$ cat src/rtl/fir3_pkg.sv
package fir3_pkg;
    localparam int LANES = 3;
    localparam int NSUB  = 6;

    // Sub-filter slots: three plain phases and three phase sums
    typedef enum int {
        S_P0   = 0,
        S_P1   = 1,
        S_P2   = 2,
        S_P01  = 3,
        S_P12  = 4,
        S_P012 = 5
    } sub_e;
endpackage

$ cat src/rtl/fir3_preadd.sv
module fir3_preadd
    import fir3_pkg::*;
#(
    parameter int IN_W  = 8,
    parameter int OUT_W = IN_W + 2
) (
    input  logic signed [IN_W-1:0]  a0,
    input  logic signed [IN_W-1:0]  a1,
    input  logic signed [IN_W-1:0]  a2,
    output logic signed [OUT_W-1:0] s [NSUB]
);
    logic signed [OUT_W-1:0] e0, e1, e2, s01;

    always_comb begin
        e0  = OUT_W'(a0);
        e1  = OUT_W'(a1);
        e2  = OUT_W'(a2);
        s01 = e0 + e1;
        s[S_P0]   = e0;
        s[S_P1]   = e1;
        s[S_P2]   = e2;
        s[S_P01]  = s01;
        s[S_P12]  = e1 + e2;
        // the three-lane sum reuses the lane 0+1 sum
        s[S_P012] = s01 + e2;
    end
endmodule

$ cat src/rtl/fir3_subfilt.sv
module fir3_subfilt #(
    parameter int M     = 4,
    parameter int IW    = 10,
    parameter int CC    = 10,
    parameter int ACC_W = 26
) (
    input  logic                    clk,
    input  logic                    rst_n,
    input  logic                    en,
    input  logic signed [IW-1:0]    din,
    input  logic signed [CC-1:0]    coef [M],
    output logic signed [ACC_W-1:0] acc
);
    typedef struct packed {
        logic [M-1:0][IW-1:0] line;
        logic [ACC_W-1:0]     acc;
    } sf_st_t;

    sf_st_t st_d, st_q;
    logic signed [ACC_W-1:0] sum;

    always_comb begin
        st_d = st_q;
        sum  = '0;
        if (en) begin
            for (int j = M - 1; j > 0; j--) begin
                st_d.line[j] = st_q.line[j-1];
            end
            st_d.line[0] = din;
            for (int j = 0; j < M; j++) begin
                sum = sum + ACC_W'(signed'(st_d.line[j])) * ACC_W'(coef[j]);
            end
            st_d.acc = sum;
        end
    end

    always_ff @(posedge clk or negedge rst_n) begin
        if (!rst_n) st_q <= '0;
        else        st_q <= st_d;
    end

    assign acc = signed'(st_q.acc);
endmodule

$ cat src/rtl/fir3_fast.sv
module fir3_fast
    import fir3_pkg::*;
#(
    parameter int W  = 8,
    parameter int CW = 8,
    parameter int N  = 12,
    parameter logic [N*CW-1:0] COEFS = {N{{(CW-1){1'b0}}, 1'b1}},
    localparam int OUT_W = W + CW + $clog2(N)
) (
    input  logic                    clk,
    input  logic                    rst_n,
    input  logic                    in_valid,
    input  logic signed [W-1:0]     x0,
    input  logic signed [W-1:0]     x1,
    input  logic signed [W-1:0]     x2,
    output logic                    out_valid,
    output logic signed [OUT_W-1:0] y0,
    output logic signed [OUT_W-1:0] y1,
    output logic signed [OUT_W-1:0] y2
);
    localparam int M     = N / LANES;
    localparam int IW    = W + 2;
    localparam int CC    = CW + 2;
    localparam int ACC_W = W + CW + 5 + $clog2(M);

    logic signed [IW-1:0]    dsum [NSUB];
    logic signed [CC-1:0]    cf   [NSUB][M];
    logic signed [ACC_W-1:0] part [NSUB];

    fir3_preadd #(.IN_W(W), .OUT_W(IW)) u_dpre (
        .a0(x0), .a1(x1), .a2(x2), .s(dsum)
    );

    for (genvar j = 0; j < M; j++) begin : g_tap
        logic signed [CC-1:0] tap_s [NSUB];
        fir3_preadd #(.IN_W(CW), .OUT_W(CC)) u_cpre (
            .a0(COEFS[(3*j)*CW +: CW]),
            .a1(COEFS[(3*j+1)*CW +: CW]),
            .a2(COEFS[(3*j+2)*CW +: CW]),
            .s (tap_s)
        );
        for (genvar s = 0; s < NSUB; s++) begin : g_cs
            assign cf[s][j] = tap_s[s];
        end
    end

    for (genvar s = 0; s < NSUB; s++) begin : g_sf
        fir3_subfilt #(.M(M), .IW(IW), .CC(CC), .ACC_W(ACC_W)) u_sf (
            .clk  (clk),
            .rst_n(rst_n),
            .en   (in_valid),
            .din  (dsum[s]),
            .coef (cf[s]),
            .acc  (part[s])
        );
    end

    // post-adder stage with the block-delay terms
    typedef struct packed {
        logic             vld1;
        logic             ovld;
        logic [ACC_W-1:0] pw;   // previous block: A12 - A1 - A2
        logic [ACC_W-1:0] pa2;  // previous block: A2
        logic [OUT_W-1:0] y0;
        logic [OUT_W-1:0] y1;
        logic [OUT_W-1:0] y2;
    } post_st_t;

    post_st_t st_d, st_q;
    logic signed [ACC_W-1:0] t0, t1, t2;

    always_comb begin
        st_d      = st_q;
        st_d.vld1 = in_valid;
        st_d.ovld = st_q.vld1;
        t0 = '0;
        t1 = '0;
        t2 = '0;
        if (st_q.vld1) begin
            t0 = part[S_P0] + signed'(st_q.pw);
            t1 = part[S_P01] - part[S_P0] - part[S_P1] + signed'(st_q.pa2);
            t2 = part[S_P012] - part[S_P01] - part[S_P12] + part[S_P1] + part[S_P1];
            st_d.y0  = OUT_W'(t0);
            st_d.y1  = OUT_W'(t1);
            st_d.y2  = OUT_W'(t2);
            st_d.pw  = part[S_P12] - part[S_P1] - part[S_P2];
            st_d.pa2 = part[S_P2];
        end
    end

    always_ff @(posedge clk or negedge rst_n) begin
        if (!rst_n) st_q <= '0;
        else        st_q <= st_d;
    end

    assign out_valid = st_q.ovld;
    assign y0 = signed'(st_q.y0);
    assign y1 = signed'(st_q.y1);
    assign y2 = signed'(st_q.y2);
endmodule

$ cat config.mk
export PLATFORM = sky130hd
export DESIGN_NAME = fir3_fast
export DESIGN_NICKNAME = d
export VERILOG_FILES = /design/src/rtl/fir3_pkg.sv /design/src/rtl/fir3_preadd.sv /design/src/rtl/fir3_subfilt.sv /design/src/rtl/fir3_fast.sv
export SDC_FILE = /design/constraint.sdc
export NUM_CORES = 1
export LEC_CHECK = 0
export BUFFER_PORTS_ARGS = -buffer_cell sky130_fd_sc_hd__buf_2
export CORE_ASPECT_RATIO = 1.1
export CORE_MARGIN = 2
export CORE_UTILIZATION = 65
export CTS_BUF_LIST = sky130_fd_sc_hd__clkbuf_16
export DETAILED_ROUTE_END_ITERATION = 8
export GPL_ROUTABILITY_DRIVEN = 1
export GPL_TIMING_DRIVEN = 0
export PLACE_DENSITY = 0.83
export SLEW_MARGIN = 20
export SYNTH_ARGS = -nofsm -noshare
export SYNTH_HDL_FRONTEND = slang
export SYNTH_SLANG_ARGS = --single-unit
$ cat constraint.sdc
create_clock -name clk -period 12.35 [get_ports clk]
set_clock_uncertainty 0.05 [all_clocks]
set_input_delay 0 -clock clk [delete_from_list [all_inputs] [get_ports clk]]
set_output_delay 0 -clock clk [all_outputs]
set_load 0.05 [all_outputs]
* Word-level counts from Yosys, hierarchy flattened
Cells that the tools add are included.
** Cells by class
- $add $sub $neg :: 31
- Multiply operators :: 4
** Operators by type and width (number)
- adder 20 bit :: 4
- multiplier 10 x 3 -> 13 bit (second input constant) :: 4
- adder 8 x 8 -> 9 bit :: 5
- adder 20 x 13 -> 20 bit :: 2
- adder 9 x 8 -> 10 bit :: 4
- subtractor 13 x 20 -> 20 bit :: 2
- subtractor 20 x 13 -> 20 bit :: 2
- subtractor 20 bit :: 2
- adder 10 x 8 -> 11 bit :: 3
- adder 12 x 10 -> 13 bit :: 2
- adder 11 x 10 -> 12 bit :: 2
- adder 10 x 10 -> 11 bit :: 2
- adder 13 x 13 -> 14 bit :: 1
** Word-level totals
- Register bits after elaboration :: 364
- Bits of input ports :: 27
- Output and inout bits :: 61

* Depth between registers and ports, before layout
- Depth in word-level cells :: 6
- Gate-level depth with buffers :: 33
- Mapped depth without buffers :: 33

* Modules after synthesis
A second synthesis with hierarchy kept.
** Unflattened totals
- Cell total of the unflattened synthesis :: 13413
- Area, all modules :: 131917.8 µm²
** Modules (own cells, without submodules)
- fir3_subfilt at g_sf[0].u_sf ... :: times used 5, cells each 1914, area an instance 19215.9 µm², sequential area each 1326.3 µm²
- fir3_subfilt at g_sf[5].u_sf :: times used 1, cells each 1917, area an instance 19238.5 µm², sequential area each 1326.3 µm²
- fir3_fast :: times used 1, cells each 1146, area an instance 10618.9 µm², sequential area each 2552.4 µm²
- fir3_preadd :: times used 5, cells each 156, area an instance 1196.1 µm², sequential area each 0.0 µm²

* Worst setup path before layout
No wires, ideal clock.
- Path kind :: input to register
- From :: input x0[0]
- To :: register g_sf[5].u_sf.st_q, in the netlist g_sf[5].u_sf.acc[15]
- Setup time :: 0.065 ns
- Arrival :: 6.399 ns
- Data required time :: 12.235 ns
- Setup slack :: 5.836 ns
- Stages on the path :: 29
- Cells stage by stage :: ha_1 > fa_1 > xnor2_1 > inv_1 > ha_1 > a21oi_1 > o21bai_1 > a21oi_1 > xnor2_1 > ha_1 > fa_1 > inv_1 > fa_1 > inv_1 > ha_1 > nor2b_1 > o21a_1 > o41ai_2 > o211ai_1 > xor2_1 > fa_1 > ha_1 > and3_1 > a31oi_1 > o21ai_0 > a31oi_1 > nor2b_1 > o21ai_0 > o21a_1
** RTL lines
- start: declaration :: RTL line fir3_fast.sv:13 : input logic signed [W-1:0] x0,
- end signal: assignment :: RTL line fir3_subfilt.sv:39 : else st_q <= st_d;
- end: declaration :: RTL line fir3_subfilt.sv:19 : sf_st_t st_d, st_q;

==> flow_summary_export.csv <==
group,metric,value,unit
worst_setup_path,path_buf_inv,5,
logic_synthesis,yosys_warnings,0,
hold_path,min_path_type,"primary input to flop",
detailed_routing,drt.antenna.violating_nets,0,
logic_synthesis,synth_largest_area_cell,"dfrtp_1",
sta,worst_slew_pin_slew,1.09,ns
sta,min_period,7.86,ns
worst_setup_path,start_kind,"primary input",
detailed_routing,drtPass1Iterations,5,
logic_synthesis,ys_types,71,
floorplan,core_area,37900,sq um
worst_setup_path,crit_fanout,5,
floorplan,die_h,209,um
clock_network,tritoncts,"yes",
sta,maxSlewHeadroom,0.276,
placement,dp_hpwl,47000,um
detailed_routing,drc,0,
finish,nets,2891,
global_route,antenna_found_initial,0,
logic_synthesis,yosys-top-cells-area,"dfrtp_1, fa_1, ha_1",
clock_network,cts_hold_buf,28,
hold_path,holdPathEnd,"st_d[106]",
worst_setup_path,timing.rr.end,"g_sf[5].u_sf.acc[15]",
clock_network,clk_pin_slew,0.06,ns
worst_setup_path,cp.required,12.78,ns
clock_network,cts_num_sinks,326,
finish,drive_above_1_share,0.179,
global_route,grt_max_degree,94,
worst_setup_path,reg2reg_slack,6.34,ns
global_route,track_usage,0.312,
finish,regArea,8160,sq um
logic_synthesis,synth_flop_cell,"dfrtp_1",
worst_setup_path,path_class,"primary input to flop",
detailed_routing,drt_iter0_drc,1061,
clock_network,cts_inserted_buffers,38,
logic_synthesis,synth_area,24800,sq um
placement,port_buffers,87,
finish,num-fill-cells,2609,
detailed_routing,routedWlPerCell,20.4,um
clock_network,post_cts_buffers,0,
floorplan,ios,88,
sta,fmax,127,MHz
global_route,grt_overflow_total,0,
worst_setup_path,cp.arrival,8.29,ns
floorplan,std_cell_rows,75,
clock_network,h-tree-depth,2,
floorplan,die_x,190,um
sta,post-route-period-util,0.637,
floorplan,die_area,39700,sq um
logic_synthesis,ys_seq_elements,326,
clock_network,clkLatencyLatePin,0.55,ns
finish,area_growth,11.2,%
worst_setup_path,rr_worst_depth,22,
hold_path,min_path_cells,2,
detailed_routing,vias,17555,
logic_synthesis,synth.yosys.seq_area_share,0.329,
sta,finalSetupTns,0,ns
job,maxCapViolCount,0,
global_route,grt_first_pass_wirelength,96400,um
detailed_routing,via_per_inst,5.93,
worst_setup_path,cpMostUsedCell,"ha_1",
clock_network,cts_resized,0,
sta,hold_viol,0,
worst_setup_path,crit_family,"adder cells",
logic_synthesis,syn_inst,2274,
status,outcome,"completed",
logic_synthesis,yosysTopAreaCellShare,0.329,
worst_setup_path,crit_path_end_kind,"flop",
logic_synthesis,syn_avg_cell_area,10.9,sq um
detailed_routing,routed_wl,60300,um
placement,gp_congestion,0.931,
hold_path,hold_path_startpoint,"in_valid",
logic_synthesis,async_flop_share,1.00,
clock_network,cts-root-buf,"clkbuf_16",
finish,multi_input_area,14800,sq um
global_route,grt_pass1_vias,18392,
sta,rsz0062_at_grt,"no",
worst_setup_path,timing.rr.start,"g_sf[5].u_sf.st_q[25]",
floorplan,start_util,0.654,
finish,diodes,0,
logic_synthesis,syn-num-nets,2732,
sta,setup_viol,0,
worst_setup_path,slowest_delay,0.54,ns
logic_synthesis,synth_edf_count,0,
clock_network,clock_path_buffers,3,
worst_setup_path,crit_path_top_delay_cell,"dlygate4sd3_1",
sta,drv_slew,0,
==> area by class of cell <==
| type | count | share of cell area |
|---|---|---|
| Inverter | 304 | 0.0414 |
| Multi-Input combinational cell | 1530 | 0.538 |
| Clock inverter | 30 | 0.0124 |
| Tap cell | 500 | 0.0227 |
| Sequential cell | 326 | 0.296 |
| Clock buffer | 39 | 0.0354 |
| Buffer | 114 | 0.0237 |
| Timing Repair Buffer | 119 | 0.0307 |
==> placed cells by master, fill, tap and decap left out, types with 15 or more instances in the layout <==
cell and n:
dfrtp_1 326, inv_1 310, ha_1 229, mux2_2 208, fa_1 202, nor2_1 109
a21oi_1 103, o21ai_0 93, buf_2 87, xnor2_1 77, nand2_1 77, buf_4 60
a21o_1 53, clkbuf_1 39, clkbuf_16 39, o21a_1 30, xor2_1 28, dlygate4sd3_1 27
nor2b_1 23, nor3_1 20, a31oi_1 18, nand3_1 18, nand2b_1 17, o21bai_1 15
==> flip-flops by register name (all words and copies together), names as in the netlist <==
signal          flops
st_q               31
y0                 20
y2                 20
g_sf.u_sf.st_q    156
st_d                1
y1                 20
g_sf.u_sf.acc      77
out_valid           1
==> routing by layer <==
metal,track usage,wire (um)
met2,0.530,29700
met4,0.153,3210
met3,0.0324,2600
met5,0,0
met1,0.402,24800
==> cell families (layout without fill, tap and decap cells) <==
| kind of cell | after synthesis | in the layout | share of synthesized area |
|---|---|---|---|
| AND/OR/NAND/NOR | 333 | 333 | 0.0651 |
| AO/OA/AOI/OAI | 439 | 439 | 0.118 |
| adder cells (fa/ha/maj) | 431 | 431 | 0.279 |
| buffers and inverters | 418 | 606 | 0.0724 |
| multiplexers | 222 | 222 | 0.100 |
| flip-flops | 326 | 326 | 0.329 |
| XOR/XNOR | 105 | 105 | 0.0371 |
==> metrics by stage <==
stage / setup slack (ns) / utilization / instances / hold WS, ns / instance area, sq um
finish: 4.49 / 0.728 / 2962 / 0.0945 / 27600
global route: 4.07 / 0.728 / 2962 / 0.105 / 27600
CTS: 4.56 / 0.728 / 2962 / 0.0662 / 27600
detailed placement: 4.56 / 0.685 / 2865 / -0.139 / 26000
global placement: 4.74 / 0.682 / 2861 / 0.0889 / 25900
floorplan: 5.84 / - / 2274 / -0.346 / 24800
==> worst max path at each step <==
| stage | start | to | cells after the start |
|---|---|---|---|
| finish | x1[0] | g_sf[5].u_sf.acc[15] | 31 |
| global route | x0[0] | g_sf[5].u_sf.acc[15] | 33 |
| CTS | x0[0] | g_sf[5].u_sf.acc[15] | 31 |
| detailed placement | x1[0] | g_sf[5].u_sf.acc[15] | 30 |
| global placement | x1[0] | g_sf[5].u_sf.acc[19] | 30 |
| floorplan | x0[0] | g_sf[5].u_sf.acc[15] | 29 |
==> Yosys cell counts, types with 4 or more instances <==
| master | instances |
|---|---|
| nand3_1 | 18 |
| o31ai_1 | 11 |
| o21a_1 | 30 |
| a21boi_0 | 13 |
| a21o_1 | 53 |
| nor3b_1 | 5 |
| a2111oi_0 | 5 |
| nor3_1 | 20 |
| inv_1 | 303 |
| a21oi_2 | 5 |
| ha_1 | 229 |
| a31oi_1 | 18 |
| a211oi_2 | 4 |
| nand2b_1 | 17 |
| o21ai_1 | 9 |
| o21ai_0 | 93 |
| o211ai_1 | 8 |
| nor2_1 | 109 |
| xor2_1 | 28 |
| dfrtp_1 | 326 |
| mux2i_1 | 14 |
| nor4_1 | 8 |
| o41ai_1 | 5 |
| nand4b_1 | 5 |
| buf_4 | 60 |
| xnor2_1 | 77 |
| a21oi_1 | 103 |
| nand3b_1 | 9 |
| buf_1 | 14 |
| a211oi_1 | 13 |
| nand4_1 | 10 |
| nor2b_1 | 23 |
| or3_1 | 13 |
| o2111ai_1 | 5 |
| a311oi_1 | 4 |
| nand2_1 | 77 |
| mux2_2 | 208 |
| fa_1 | 202 |
| a211o_1 | 5 |
| and2_1 | 6 |
| clkbuf_1 | 39 |
| o21bai_1 | 15 |
| and3_1 | 7 |
Power is left out: the tool's default activity adds up to more than one toggle a clock period on the data nets, which glitch-free logic cannot reach.
